===== src/rtl/evring_pkg.sv =====
package evring_pkg;
  localparam int unsigned EV_W = 31;

  typedef struct packed {
    logic            gen;
    logic [EV_W-1:0] ev;
  } slot_t;
endpackage


===== src/rtl/evring_rst_sync.sv =====
module evring_rst_sync (
  input  logic clk,
  input  logic arst_n,
  output logic srst_n
);
  logic meta_q;
  logic hold_q;

  always_ff @(posedge clk or negedge arst_n) begin
    if (!arst_n) begin
      meta_q <= 1'b0;
      hold_q <= 1'b0;
    end else begin
      meta_q <= 1'b1;
      hold_q <= meta_q;
    end
  end

  assign srst_n = hold_q;
endmodule


===== src/rtl/evring_slots.sv =====
module evring_slots
  import evring_pkg::*;
#(
  parameter int unsigned DEPTH = 8,
  localparam int unsigned IDX_W = $clog2(DEPTH)
) (
  input  logic             clk,
  input  logic             rst_n,
  input  logic             wr_en,
  input  logic [IDX_W-1:0] wr_idx,
  input  slot_t            wr_word,
  input  logic [IDX_W-1:0] rd_idx,
  output slot_t            rd_word
);
  slot_t slot_arr [DEPTH];

  for (genvar g = 0; g < DEPTH; g++) begin : g_slot
    slot_t slot_q;
    logic  hit;

    assign hit = wr_en && (wr_idx == IDX_W'(g));

    always_ff @(posedge clk or negedge rst_n) begin
      if (!rst_n) begin
        slot_q <= '0;
      end else if (hit) begin
        slot_q <= wr_word;
      end
    end

    assign slot_arr[g] = slot_q;
  end

  assign rd_word = slot_arr[rd_idx];
endmodule


===== src/rtl/evring_prod.sv =====
module evring_prod
  import evring_pkg::*;
#(
  parameter int unsigned DEPTH = 8,
  localparam int unsigned IDX_W = $clog2(DEPTH)
) (
  input  logic             clk,
  input  logic             rst_n,
  input  logic             live,
  input  logic             push_valid,
  input  logic [EV_W-1:0]  push_ev,
  input  logic [IDX_W-1:0] cons_idx,
  output logic             wr_en,
  output logic [IDX_W-1:0] wr_idx,
  output slot_t            wr_word,
  output logic             overflow_o
);
  localparam logic [IDX_W-1:0] LAST = IDX_W'(DEPTH - 1);

  logic [IDX_W-1:0] idx_q, idx_d, idx_inc;
  logic             gen_q, gen_d;
  logic             ovf_q, ovf_d;
  logic             full, accept;

  assign idx_inc = idx_q + 1'b1;
  assign full    = (idx_inc == cons_idx);
  assign accept  = live && push_valid && !full;

  always_comb begin
    idx_d = idx_q;
    gen_d = gen_q;
    if (accept) begin
      idx_d = idx_inc;
      if (idx_inc == '0) begin
        gen_d = ~gen_q;
      end
    end
    ovf_d = live && push_valid && full;
  end

  always_ff @(posedge clk or negedge rst_n) begin
    if (!rst_n) begin
      idx_q <= '0;
      gen_q <= 1'b0;
      ovf_q <= 1'b0;
    end else begin
      idx_q <= idx_d;
      gen_q <= gen_d;
      ovf_q <= ovf_d;
    end
  end

  assign wr_en      = accept;
  assign wr_idx     = idx_q;
  assign wr_word    = '{gen: ~gen_q, ev: push_ev};
  assign overflow_o = ovf_q;

  assert_overflow_dropped_R6: assert property (@(posedge clk) disable iff (!rst_n)
    overflow_o |-> ($past(push_valid) && !$past(wr_en)));

  assert_gen_flip_R2: assert property (@(posedge clk) disable iff (!rst_n)
    (wr_en && wr_idx == LAST) |=> (gen_q != $past(gen_q)));

  assert_idle_no_write_R8: assert property (@(posedge clk) disable iff (!rst_n)
    !live |-> !wr_en);
endmodule


===== src/rtl/evring_cons.sv =====
module evring_cons
  import evring_pkg::*;
#(
  parameter int unsigned DEPTH = 8,
  localparam int unsigned IDX_W = $clog2(DEPTH)
) (
  input  logic             clk,
  input  logic             rst_n,
  input  logic             live,
  input  logic             pop_req,
  input  logic             peek_req,
  input  slot_t            slot_word,
  output logic [IDX_W-1:0] rd_idx,
  output logic             rd_valid_o,
  output logic [EV_W-1:0]  rd_ev_o
);
  localparam logic [IDX_W-1:0] LAST = IDX_W'(DEPTH - 1);

  logic [IDX_W-1:0] idx_q, idx_d, idx_inc;
  logic             tog_q, tog_d;
  logic             vld_q, vld_d;
  logic [EV_W-1:0]  ev_q, ev_d;
  logic             has_entry, take, look;

  assign idx_inc   = idx_q + 1'b1;
  assign has_entry = (slot_word.gen != tog_q);
  assign take      = live && pop_req && has_entry;
  assign look      = live && (pop_req || peek_req) && has_entry;

  always_comb begin
    idx_d = idx_q;
    tog_d = tog_q;
    if (take) begin
      idx_d = idx_inc;
      if (idx_inc == '0) begin
        tog_d = ~tog_q;
      end
    end
    vld_d = look;
    ev_d  = look ? slot_word.ev : '0;
  end

  always_ff @(posedge clk or negedge rst_n) begin
    if (!rst_n) begin
      idx_q <= '0;
      tog_q <= 1'b0;
      vld_q <= 1'b0;
      ev_q  <= '0;
    end else begin
      idx_q <= idx_d;
      tog_q <= tog_d;
      vld_q <= vld_d;
      ev_q  <= ev_d;
    end
  end

  assign rd_idx     = idx_q;
  assign rd_valid_o = vld_q;
  assign rd_ev_o    = ev_q;

  assert_wrap_toggle_R2: assert property (@(posedge clk) disable iff (!rst_n)
    (take && idx_q == LAST) |=> (tog_q != $past(tog_q)));

  assert_peek_hold_R3: assert property (@(posedge clk) disable iff (!rst_n)
    (peek_req && !pop_req) |=> ($stable(idx_q) && $stable(tog_q)));

  assert_empty_zero_R5: assert property (@(posedge clk) disable iff (!rst_n)
    !rd_valid_o |-> (rd_ev_o == '0));

  assert_idle_quiet_R8: assert property (@(posedge clk) disable iff (!rst_n)
    !live |=> (!rd_valid_o && $stable(idx_q)));
endmodule


===== src/rtl/gen_event_ring.sv =====
module gen_event_ring
  import evring_pkg::*;
#(
  parameter int unsigned DEPTH = 8
) (
  input  logic            clk,
  input  logic            rst_n,
  input  logic            ring_live,
  input  logic            push_valid,
  input  logic [EV_W-1:0] push_event,
  output logic            overflow,
  input  logic            pop_req,
  input  logic            peek_req,
  output logic            rd_valid,
  output logic [EV_W-1:0] rd_event
);
  localparam int unsigned IDX_W = $clog2(DEPTH);

  logic             srst_n;
  logic             wr_en;
  logic [IDX_W-1:0] wr_idx;
  logic [IDX_W-1:0] rd_idx;
  slot_t            wr_word;
  slot_t            rd_word;

  evring_rst_sync u_rst (
    .clk    (clk),
    .arst_n (rst_n),
    .srst_n (srst_n)
  );

  evring_slots #(.DEPTH(DEPTH)) u_slots (
    .clk     (clk),
    .rst_n   (srst_n),
    .wr_en   (wr_en),
    .wr_idx  (wr_idx),
    .wr_word (wr_word),
    .rd_idx  (rd_idx),
    .rd_word (rd_word)
  );

  evring_prod #(.DEPTH(DEPTH)) u_prod (
    .clk        (clk),
    .rst_n      (srst_n),
    .live       (ring_live),
    .push_valid (push_valid),
    .push_ev    (push_event),
    .cons_idx   (rd_idx),
    .wr_en      (wr_en),
    .wr_idx     (wr_idx),
    .wr_word    (wr_word),
    .overflow_o (overflow)
  );

  evring_cons #(.DEPTH(DEPTH)) u_cons (
    .clk        (clk),
    .rst_n      (srst_n),
    .live       (ring_live),
    .pop_req    (pop_req),
    .peek_req   (peek_req),
    .slot_word  (rd_word),
    .rd_idx     (rd_idx),
    .rd_valid_o (rd_valid),
    .rd_ev_o    (rd_event)
  );

  assert_no_overrun_R6: assert property (@(posedge clk) disable iff (!srst_n)
    wr_en |-> (wr_idx + 1'b1 != rd_idx));

  assert_reset_quiet_R9: assert property (@(posedge clk)
    !srst_n |-> (!rd_valid && !overflow && rd_event == '0));
endmodule


===== config.mk =====
export PLATFORM = sky130hd
export DESIGN_NAME = gen_event_ring
export DESIGN_NICKNAME = d
export VERILOG_FILES = /design/src/rtl/evring_pkg.sv /design/src/rtl/evring_rst_sync.sv /design/src/rtl/evring_slots.sv /design/src/rtl/evring_prod.sv /design/src/rtl/evring_cons.sv /design/src/rtl/gen_event_ring.sv
export SDC_FILE = /design/constraint.sdc
export NUM_CORES = 1
export LEC_CHECK = 0
export ABC_AREA = 0
export CORE_UTILIZATION = 50
export DETAILED_ROUTE_END_ITERATION = 16
export PLACE_DENSITY = 0.77
export SLEW_MARGIN = 20
export SYNTH_ARGS = -nofsm -noshare
export SYNTH_HDL_FRONTEND = slang
export SYNTH_SLANG_ARGS = --single-unit

===== constraint.sdc =====
create_clock -name clk -period 17.4 [get_ports clk]
set_input_delay 3.48 -clock clk [delete_from_list [all_inputs] [get_ports clk]]
set_output_delay 3.48 -clock clk [all_outputs]
set_load 0.01 [all_outputs]

## Word level (Yosys, flattened, before mapping)

Index checks and enable logic that the tools add are counted.

| cells by class | value |
|---|---|
| add/sub/neg operators | 2 |
| $mul | 0 |
| divide/modulo/power cells | 0 |
| order comparisons | 1 |
| equal/unequal tests | 9 |
| shift operators | 0 |
| multiplexer cells | 4 |
| bitwise gates (word level) | 3 |
| reduce and logical (&&, ||, !) cells | 22 |

Operators with widths:

| operator | count |
|---|---|
| 32-bit binary-select mux with 3-bit select | 1 |
| 32-bit 2-to-1 mux | 2 |
| 31-bit 2-to-1 mux | 1 |
| 1-bit logical AND | 15 |
| 3-bit == test, second input constant | 4 |
| 3-bit zero test | 3 |
| 3-bit by 1-bit adder with 3-bit output, second input constant | 2 |
| 3-bit by 2-bit == test with 1-bit output, second input constant | 2 |
| 4-bit >= comparator, second input constant | 1 |
| 3-bit NOT with 4-bit output | 1 |
| 2-bit AND reduction | 2 |
| 3-bit by 1-bit == test with 1-bit output, second input constant | 1 |
| 3-bit == test | 1 |
| 1-bit NOT | 2 |
| 1-bit zero test | 1 |
| 1-bit logical OR | 1 |
| 1-bit != test | 1 |

| word-level totals | value |
|---|---|
| register bits | 299 |
| latch bits | 0 |
| bits in writable memories | 0 |
| memory bits (read-only) | 0 |
| output and inout port bits | 33 |
| logic and storage cells | 66 |
| memories kept | 0 |

## Depth between registers and ports, before layout

Gate-level depths: netlist of run 1.

| logic depth | value |
|---|---|
| depth after elaboration | 7 |
| gate-level depth with buffers | 10 |
| mapped depth without buffers | 7 |

## Cells and area by module

From an unflattened synthesis of run 1, not the netlist that was laid out.

| unflattened totals | value |
|---|---|
| cells, all modules | 810 |
| area, all modules | 13,506.7 µm² |

By module, submodules not included:

| module | times used | cells each | area each (µm²) | sequential area each (µm²) |
|---|---|---|---|---|
| evring_slots | 1 | 665 | 11,639.9 | 6,406.1 |
| evring_cons | 1 | 84 | 1,256.2 | 900.9 |
| evring_prod | 1 | 58 | 556.8 | 125.1 |
| evring_rst_sync | 1 | 3 | 53.8 | 50.0 |

## Worst setup path before layout of run 1

OpenSTA, ideal clock, no wires.

| timing path | value |
|---|---|
| path type | input -> register |
| start point | in push_valid |
| end point | reg u_slots.g_slot[6].slot_q[11] in the netlist's numbering |
| library setup time | 0.128 ns |
| arrival | 4.580 ns |
| required time | 17.272 ns |
| slack | 12.692 ns |
| stages | 6 |
| path through | nand2_1 -> a31oi_2 -> buf_6 -> nand3_4 -> buf_2 -> mux2_1 |

| on the way | value |
|---|---|
| word-level cells in the longest chain between the ends | 3 |

Ends and longest elaborated chain:

| item | line | text |
|---|---|---|
| start, declared | gen_event_ring.sv:9 | `input logic push_valid,` |
| 1-bit logical AND (2 in a row) | evring_prod.sv:27 | `assign accept = live && push_valid && !full;` |
| 1-bit logical AND | evring_slots.sv:21 | `assign hit = wr_en && (wr_idx == IDX_W'(g));` |
| end signal, assigned | evring_slots.sv:27 | `slot_q <= wr_word;` |
| end, declared | evring_slots.sv:18 | `slot_t slot_q;` |

No other way between the ends.
A chain may end at the register's enable or synchronous reset.

## Worst setup path in the final report of run 1

| timing path | value |
|---|---|
| start point | in ring_live |
| end point | reg u_slots.g_slot[1].slot_q[13] in the netlist's numbering |

| on the way | value |
|---|---|
| word-level cells in the longest chain between the ends | 3 |

Ends and longest elaborated chain:

| item | line | text |
|---|---|---|
| start, declared | gen_event_ring.sv:8 | `input logic ring_live,` |
| 1-bit logical AND (2 in a row) | evring_prod.sv:27 |  |
| 1-bit logical AND | evring_slots.sv:21 |  |
| end signal, assigned | evring_slots.sv:27 |  |
| end, declared | evring_slots.sv:18 |  |

No other way between the ends.

==> key figures, run 1 <==
Pwr
  • Sw Share: 29.0%
  • Power share of the combinational group: approximately 34%
  • Clk pwr share: 24.4%
  • Reg power frac: 42.1%
  • Pint: 2.03 mW
  • Maximum vdd ir drop: 0.0836 mV
  • NetSw: 0.826 mW
  • PwrDens: 191 nW/um^2
  • Static leakage: around 6.6 nW

Final layout
  • Synthesis-to-layout area growth: 16.0%
  • Final net count: 906
  • Layout cell share with drive strength beyond 1: 37.2%

Floorplan
  • Std cell rows: 58
  • Core area: approximately 25,000 sq um
  • Starting Density: 51.0%
  • IO Count: 70
  • Die Height: 162 um
  • Die ar.: roughly 26,000 sq um
  • Chip width: 162 um

Clock network
  • Clk Latency, worst-skew pair: roughly 0.56 ns
  • Clk slew on worst S/H paths: 0.06 ns
  • Post-CTS Resized: 0
  • CTS tree: built
  • Post-CTS Setup Bufs: 0
  • Number of H-tree levels: 1
  • Root buffer cell: clkbuf_16
  • CTS sink cnt: around 300
  • Hold_buf cts: 0
  • Longest Clk Path Bufs: 3
  • CTS Buf Count: 30

STA
  • Fin Setup TNS: 0 ns
  • RSZ-0062 raised after global routing: false
  • Fin. Hold Viols: 0
  • Clock Skew: between 0.02 and 0.025 ns
  • Min Tclk post-route: ~6.1 ns
  • Tightest Pin Transition: 1.12 ns
  • Setup-failing EPs final: 0
  • Fmax: 163 MHz
  • Tcrit/Tclk final: 35.2%
  • Fin. max-slew vios: 0
  • Worst hold margin: 0.353 ns
  • Worst slew margin: around a quarter

Worst setup path
  • Worst Path Buf+Inv: 1
  • WP data required: around 18 ns
  • Setup crit end kind: flip-flop
  • Delay-heaviest family, CP: simple AND/OR/NAND/NOR gates
  • Crit-path max FO: 33
  • Max incr delay on CP: 1.03 ns
  • Worst path cell trace: clkdlybuf4s50_1, nand2_1, a31oi_2, nand3_2, mux2_2
  • Critical path class: primary input to flip-flop
  • Worst setup SP type: primary input
  • Crit path DAT: ~6.6 ns
  • Crit path max-delay cell type: nand3_2

Synthesis
  • Sequential fraction of the synthesis area: about three fifths
  • Asr flop ratio synth: 100%
  • Simple-Gate Fraction of Synth Area: around 2.3%
  • Synth Instances: 797
  • Xor/xnor share of the synthesized area: 0.544%
  • Yosys warns: 0
  • Synthesized cell area: 12,900 sq um
  • Top_reg_cell synth: dfrtp_1
  • Synth cell types: 33
  • EDFF count, synth: 0
  • Post-synthesis mux area share: 35.3%
  • Adder-Cell Fraction of Synth Area: 0.874%
  • Mapped Nets: 843
  • Largest family of logic cells by synthesized area: multiplexers
  • Seq cells post-synth: 299
  • Synth Area in Compound Gates: less than 1%
  • Mean Syn Cell Area: 16.2 sq um

Global routing
  • Antenna violations before repair: 1
  • Vias in the first global route: 7,571
  • Aggregate global-route resource usage: between 20% and 30%
  • Grt total ovfl: 0
  • Global-route wire length before repair: between 40,000 and 50,000 um
  • Largest net degree at the start of global routing: 82

Route
  • Drt first-iter violations: around 360
  • Routed Wire Length: 25,300 um
  • Vias: 6,776
  • Vias per cell: 5.59
  • Routed Antenna Nets: 0
  • DRC Markers: 0
  • Wirelength per Cell: 20.8 um
  • DR pass1 iterations: 4

Place
  • Routability Congestion: 0.715
  • DP HPWL: 13,700 um
  • IO Port Bufs: 69

Job
  • Maxcap violations: 0

Min path
  • Tightest Hold Check Type: flip-flop to asynchronous set/reset pin

Status
  • Outcome: finished, final reports clean
worst register-to-register path, cell delays in order, from the launching register on:
cell and delay (ns):
dfrtp_1 0.55, inv_2 0.13, ha_1 0.37, xor2_1 0.18, a31oi_2 0.85, nand3_2 1.04, mux2_2 0.65
per-layer routing:
metal / share of wire (%) / global-route usage (%)
met1: 43 / 26.7
met4: 1.6 / 5.27
met2: 51 / 36.1
met5: 0.051 / 0
met3: 3.9 / 3.26
registers in the layout, indices dropped and copies added, names as in the netlist:
signal / flops
u_cons.rd_ev_o: 31
u_cons.rd_idx: 3
u_cons.rd_valid_o: 1
u_cons.tog_q: 1
u_prod.gen_q: 1
u_prod.overflow_o: 1
u_prod.wr_idx: 3
u_rst.meta_q: 1
u_rst.srst_n: 1
u_slots.g_slot.slot_q: 256
cell type report:
type	count	area (sq um)
well taps	330	413
clock buffers	38	842
clock inverters	16	230
fillers	1907	10300
inverters	4	15.0
diodes	1	2.50
flip-flops and latches	299	7490
multi-input cells	445	5170
repair buffers	80	777
synthesized netlist by cell type (all sizes together), types with 2 or more instances:
library cell	n	area, sq um
nor2	34	128
inv	4	15.0
nand2	15	61.3
o21ai	10	50.1
mux2i	34	340
clkbuf	7	26.3
ha	9	113
dfrtp	299	7480
xor2	5	43.8
nor2b	2	12.5
xnor2	3	26.3
nand3	10	75.1
mux4	62	1400
mux2	250	2820
buf	42	213
cells in the final DEF (no fill, tap or decap), drive strengths merged, types with 6 or more instances in the layout:
cell type / Yosys / layout
mux2: 250 / 250
clkdlybuf4s50: 0 / 69
buf: 42 / 11
dfrtp: 299 / 299
clkinv: 0 / 10
clkbuf: 7 / 38
nand2: 15 / 15
bufinv: 0 / 6
mux4: 62 / 62
nand3: 10 / 10
mux2i: 34 / 34
ha: 9 / 9
o21ai: 10 / 10
nor2: 34 / 34
cell families (layout without fill, tap and decap cells):
logic type,Yosys count,after routing
compound gates,17,17
xor+xnor,8,8
fa+ha+maj,9,9
buf+inv,53,138
flops,299,299
mux,346,346
other cells,1,2
simple gates,64,64
path summary, 6_finish.rpt:
path | start | to | slack [ns] | cells past startpoint
max | ring_live | u_slots.g_slot[1].slot_q[13] | 11.27 | 5
min | u_rst.srst_n | u_slots.g_slot[5].slot_q[24] | 0.35 | 0
max reg2reg | u_prod.wr_idx[2] | u_slots.g_slot[1].slot_q[13] | 13.50 | 6
min reg2reg | u_rst.srst_n | u_slots.g_slot[5].slot_q[24] | 0.35 | 0
max in group asynchronous | rst_n | u_rst.srst_n | 14.17 | 1
min in group clk | u_rst.meta_q | u_rst.srst_n | 0.35 | 0
per-stage QoR:
| stage | cells | setup slack [ns] | cell area, sq um | power [mW] | utilization [%] |
|---|---|---|---|---|---|
| after CTS | 1212 | 11.32 | 14900 | 2.88 | 59.1 |
| final | 1213 | 11.27 | 14900 | 2.85 | 59.2 |
| after global placement | 1158 | 10.86 | 13900 | 2.13 | 54.9 |
| after floorplan | 797 | 8.45 | 12900 | 1.91 | - |
| after global routing | 1212 | 11.13 | 14900 | 3.02 | 59.1 |
| after detailed placement | 1158 | 10.74 | 13900 | 2.17 | 54.9 |
power groups by stage:
| stage | combinational [mW] | clock, mW | sequential (mW) |
|---|---|---|---|
| 3_5_place_dp | 0.967 | 0 | 1.21 |
| 2_1_floorplan | 0.751 | 0 | 1.16 |
| 4_1_cts | 0.974 | 0.706 | 1.20 |
| 6_report | 0.958 | 0.695 | 1.20 |
| 5_1_grt | 1.04 | 0.737 | 1.24 |
| 3_3_place_gp | 0.936 | 0 | 1.19 |
Power figures use the tool's default switching activity.
==> inputs of run 2 (changes only) <==
Clock period 17.4 ns to 5.7 ns, I/O delays scaled along.
==> run 2 against run 1 <==
Effect of this change:
- register-to-register slack worse by 11 ns
- critical path depth is 1 higher
- setup slack worse by 9.2 ns
- sequential share of layout area is 0.33 points higher
- largest power group unchanged
==> key figures, run 2 (synthesized netlist as in run 1, its figures left out) <==
Status
  • Outcome: finished, final reports clean (unchanged)

Worst setup path
  • Crit path DAT: 4.04 ns (was 6.55 ns)
  • RR Endpoint: u_slots.g_slot[7].slot_q[10] (was u_slots.g_slot[1].slot_q[13])
  • Worst R2R Start: u_prod.wr_idx[2] (unchanged)
  • Setup crit end kind: flip-flop (unchanged)
  • WP data required: 6.11 ns (was 17.82 ns)
  • Worst reg2reg path depth: 6 (unchanged)
  • Critical path class: flip-flop to flip-flop (was primary input to flip-flop)
  • Worst R2R Setup Slack: 2.07 ns (was 13.50 ns)
  • Crit-path max FO: 33 (unchanged)
  • Worst setup SP type: flip-flop (was primary input)

STA
  • Clock Skew: 0.0277 ns (was 0.0241 ns)
  • Worst hold margin: 0.265 ns (was 0.353 ns)
  • Setup-failing EPs final: 0 (unchanged)
  • Tcrit/Tclk final: a little under two thirds
  • Min Tclk post-route: 3.63 ns
  • RSZ-0062 raised after global routing: false (unchanged)
  • Fmax: roughly 280 MHz
  • Tightest Pin Transition: 1.08 ns (was 1.12 ns)
  • Fin. Hold Viols: 0 (unchanged)
  • Fin Setup TNS: 0 ns (unchanged)
  • Fin. max-slew vios: 0 (unchanged)
  • Worst slew margin: 27.7% (was 25.2%)

Global routing
  • Vias in the first global route: 7,463 (was 7,571)
  • Grt total ovfl: 0 (unchanged)
  • Aggregate global-route resource usage: 20.1% (was 20.6%)
  • Antenna violations before repair: 1 (unchanged)
  • Met3 Track Usage GR: 2.95% (was 3.26%)
  • Largest net degree at the start of global routing: 138 (was 82)
  • Global-route wire length before repair: 41,200 um (was 41,900 um)
  • Grt peak-use layer: met2 (unchanged)
  • Met2 usage: 33.9% (was 36.1%)
  • Met1 Track Usage GR: 27.3% (was 26.7%)

Floorplan
  • Std cell rows: 58 (unchanged)
  • Starting Density: 51.0% (unchanged)
  • Core area: 25,300 sq um (unchanged)
  • Chip width: 162 um (unchanged)
  • Die ar.: 26,400 sq um (unchanged)
  • IO Count: 70 (unchanged)
  • Die Height: 162 um (unchanged)

Pwr
  • Static leakage: 6.58 nW (was 6.65 nW)
  • Clk pwr share: 22.5% (was 24.4%)
  • Power share of the combinational group: 33.1% (was 33.6%)
  • Reg power frac: 44.4% (was 42.1%)
  • Sw Share: 29.5% (was 29.0%)
  • PwrDens: 572 nW/um^2 (was 191 nW/um^2)
  • Maximum vdd ir drop: 0.298 mV (was 0.0836 mV)
  • Pint: 5.98 mW (was 2.03 mW)
  • NetSw: 2.50 mW (was 0.826 mW)
  • Total power: 8.49 mW (was 2.85 mW)

Clock network
  • Clk slew on worst S/H paths: 0.06 ns (about the same)
  • Clk Latency, worst-skew pair: 0.56 ns (about the same)
  • Post-CTS Resized: 0 (unchanged)
  • CTS tree: built (unchanged)
  • CTS Buf Count: 31 (was 30)
  • Hold_buf cts: 0 (unchanged)
  • CTS sink cnt: 299 (unchanged)
  • Root buffer cell: clkbuf_16 (unchanged)
  • Longest Clk Path Bufs: 3 (unchanged)
  • Number of H-tree levels: 1 (unchanged)
  • Post-CTS Setup Bufs: 0 (unchanged)

Place
  • DP HPWL: 13,900 um (was 13,700 um)
  • IO Port Bufs: 69 (unchanged)
  • Dpl cell area: 13,900 sq um (about the same)
  • Routability Congestion: 0.720 (was 0.715)

Final layout
  • Final net count: 906 (unchanged)
  • Commonest non-fill, non-tap cells in the layout: dfrtp_1, mux2_2, clkdlybuf4s50_1 (unchanged)
  • Design area: 14,800 sq um (was 14,900 sq um)
  • Ant. Diodes: 0 (was 1)
  • Synthesis-to-layout area growth: 15.2% (was 16.0%)
  • Max reg flops: 256 (unchanged)
  • Largest Register: u_slots.g_slot.slot_q (unchanged)
  • Fin util: 58.8% (was 59.2%)
  • Layout cell share with drive strength beyond 1: 36.8% (was 37.2%)
  • Most common cell after layout, fill and taps aside: dfrtp_1 (unchanged)

Route
  • Vias: 6,931 (was 6,776)
  • Drt first-iter violations: 355 (was 361)
  • Routed Antenna Nets: 0 (unchanged)
  • Wirelength per Cell: 20.6 um (was 20.8 um)
  • DRC Markers: 0 (unchanged)
  • Routed Wire Length: 25,000 um (was 25,300 um)
  • DR pass1 iterations: 4 (unchanged)
  • Vias per cell: 5.71 (was 5.59)

Min path
  • Tightest Hold Check Type: flip-flop to asynchronous set/reset pin (unchanged)

Job
  • Maxcap violations: 0 (unchanged)
run 2: cell types whose count changed in the layout (fill, tap and decap cells not counted), moves of 2 or more:
cell       change
bufinv_16      -5
clkbuf_8       +2
clkbuf_1       +5
clkinv_2       -2
run 2: final cells by class:
cell class	instances	area, sq um
fill	1961	10400
sequential	299	7490
multi-input combinational	445	5170
clock buffer	45	888
timing repair buffer	79	778
tap	330	413
clock inverter	11	86.3
inverter	4	15.0
run 2: how the worst max path moves through the flow:
stage	from	end	slack (ns)	depth (start not counted)
after global placement	ring_live	u_slots.g_slot[7].slot_q[19]	1.70	5
after CTS	u_prod.wr_idx[0]	u_slots.g_slot[7].slot_q[18]	2.07	6
after global routing	u_cons.rd_idx[0]	u_slots.g_slot[7].slot_q[14]	1.83	4
final	u_prod.wr_idx[2]	u_slots.g_slot[7].slot_q[10]	2.07	6
after floorplan	u_rst.srst_n	u_cons.rd_ev_o[0]	0.81	0
after detailed placement	ring_live	u_slots.g_slot[7].slot_q[18]	1.63	5
run 2: critical path, stage by stage (launching register included):
cell     delay, ns
dfrtp_1       0.54
inv_2         0.12
ha_1          0.36
xor2_1        0.18
a31oi_2       0.84
nand2_2       0.88
mux2_2        0.55
run 2: power groups by stage:
| stage | Combinational (mW) | Clock (mW) | Sequential (mW) |
|---|---|---|---|
| floorplan | 2.29 | 0 | 3.53 |
| CTS | 2.85 | 1.96 | 3.77 |
| detailed placement | 2.84 | 0 | 3.80 |
| global placement | 2.75 | 0 | 3.75 |
| finish | 2.81 | 1.91 | 3.77 |
| global route | 3.05 | 2.05 | 3.90 |
run 2: metal layers:
metal	vias up	wire [um]
li1	3048	-
met1	3748	11100
met2	94	12600
met3	39	804
met4	2	442
met5	-	12
run 2: metrics by stage:
step / setup WS [ns] / std cells
after floorplan: 0.805 / 797
after global placement: 1.70 / 1157
after detailed placement: 1.63 / 1157
after CTS: 2.07 / 1213
after global routing: 1.83 / 1213
final: 2.07 / 1213
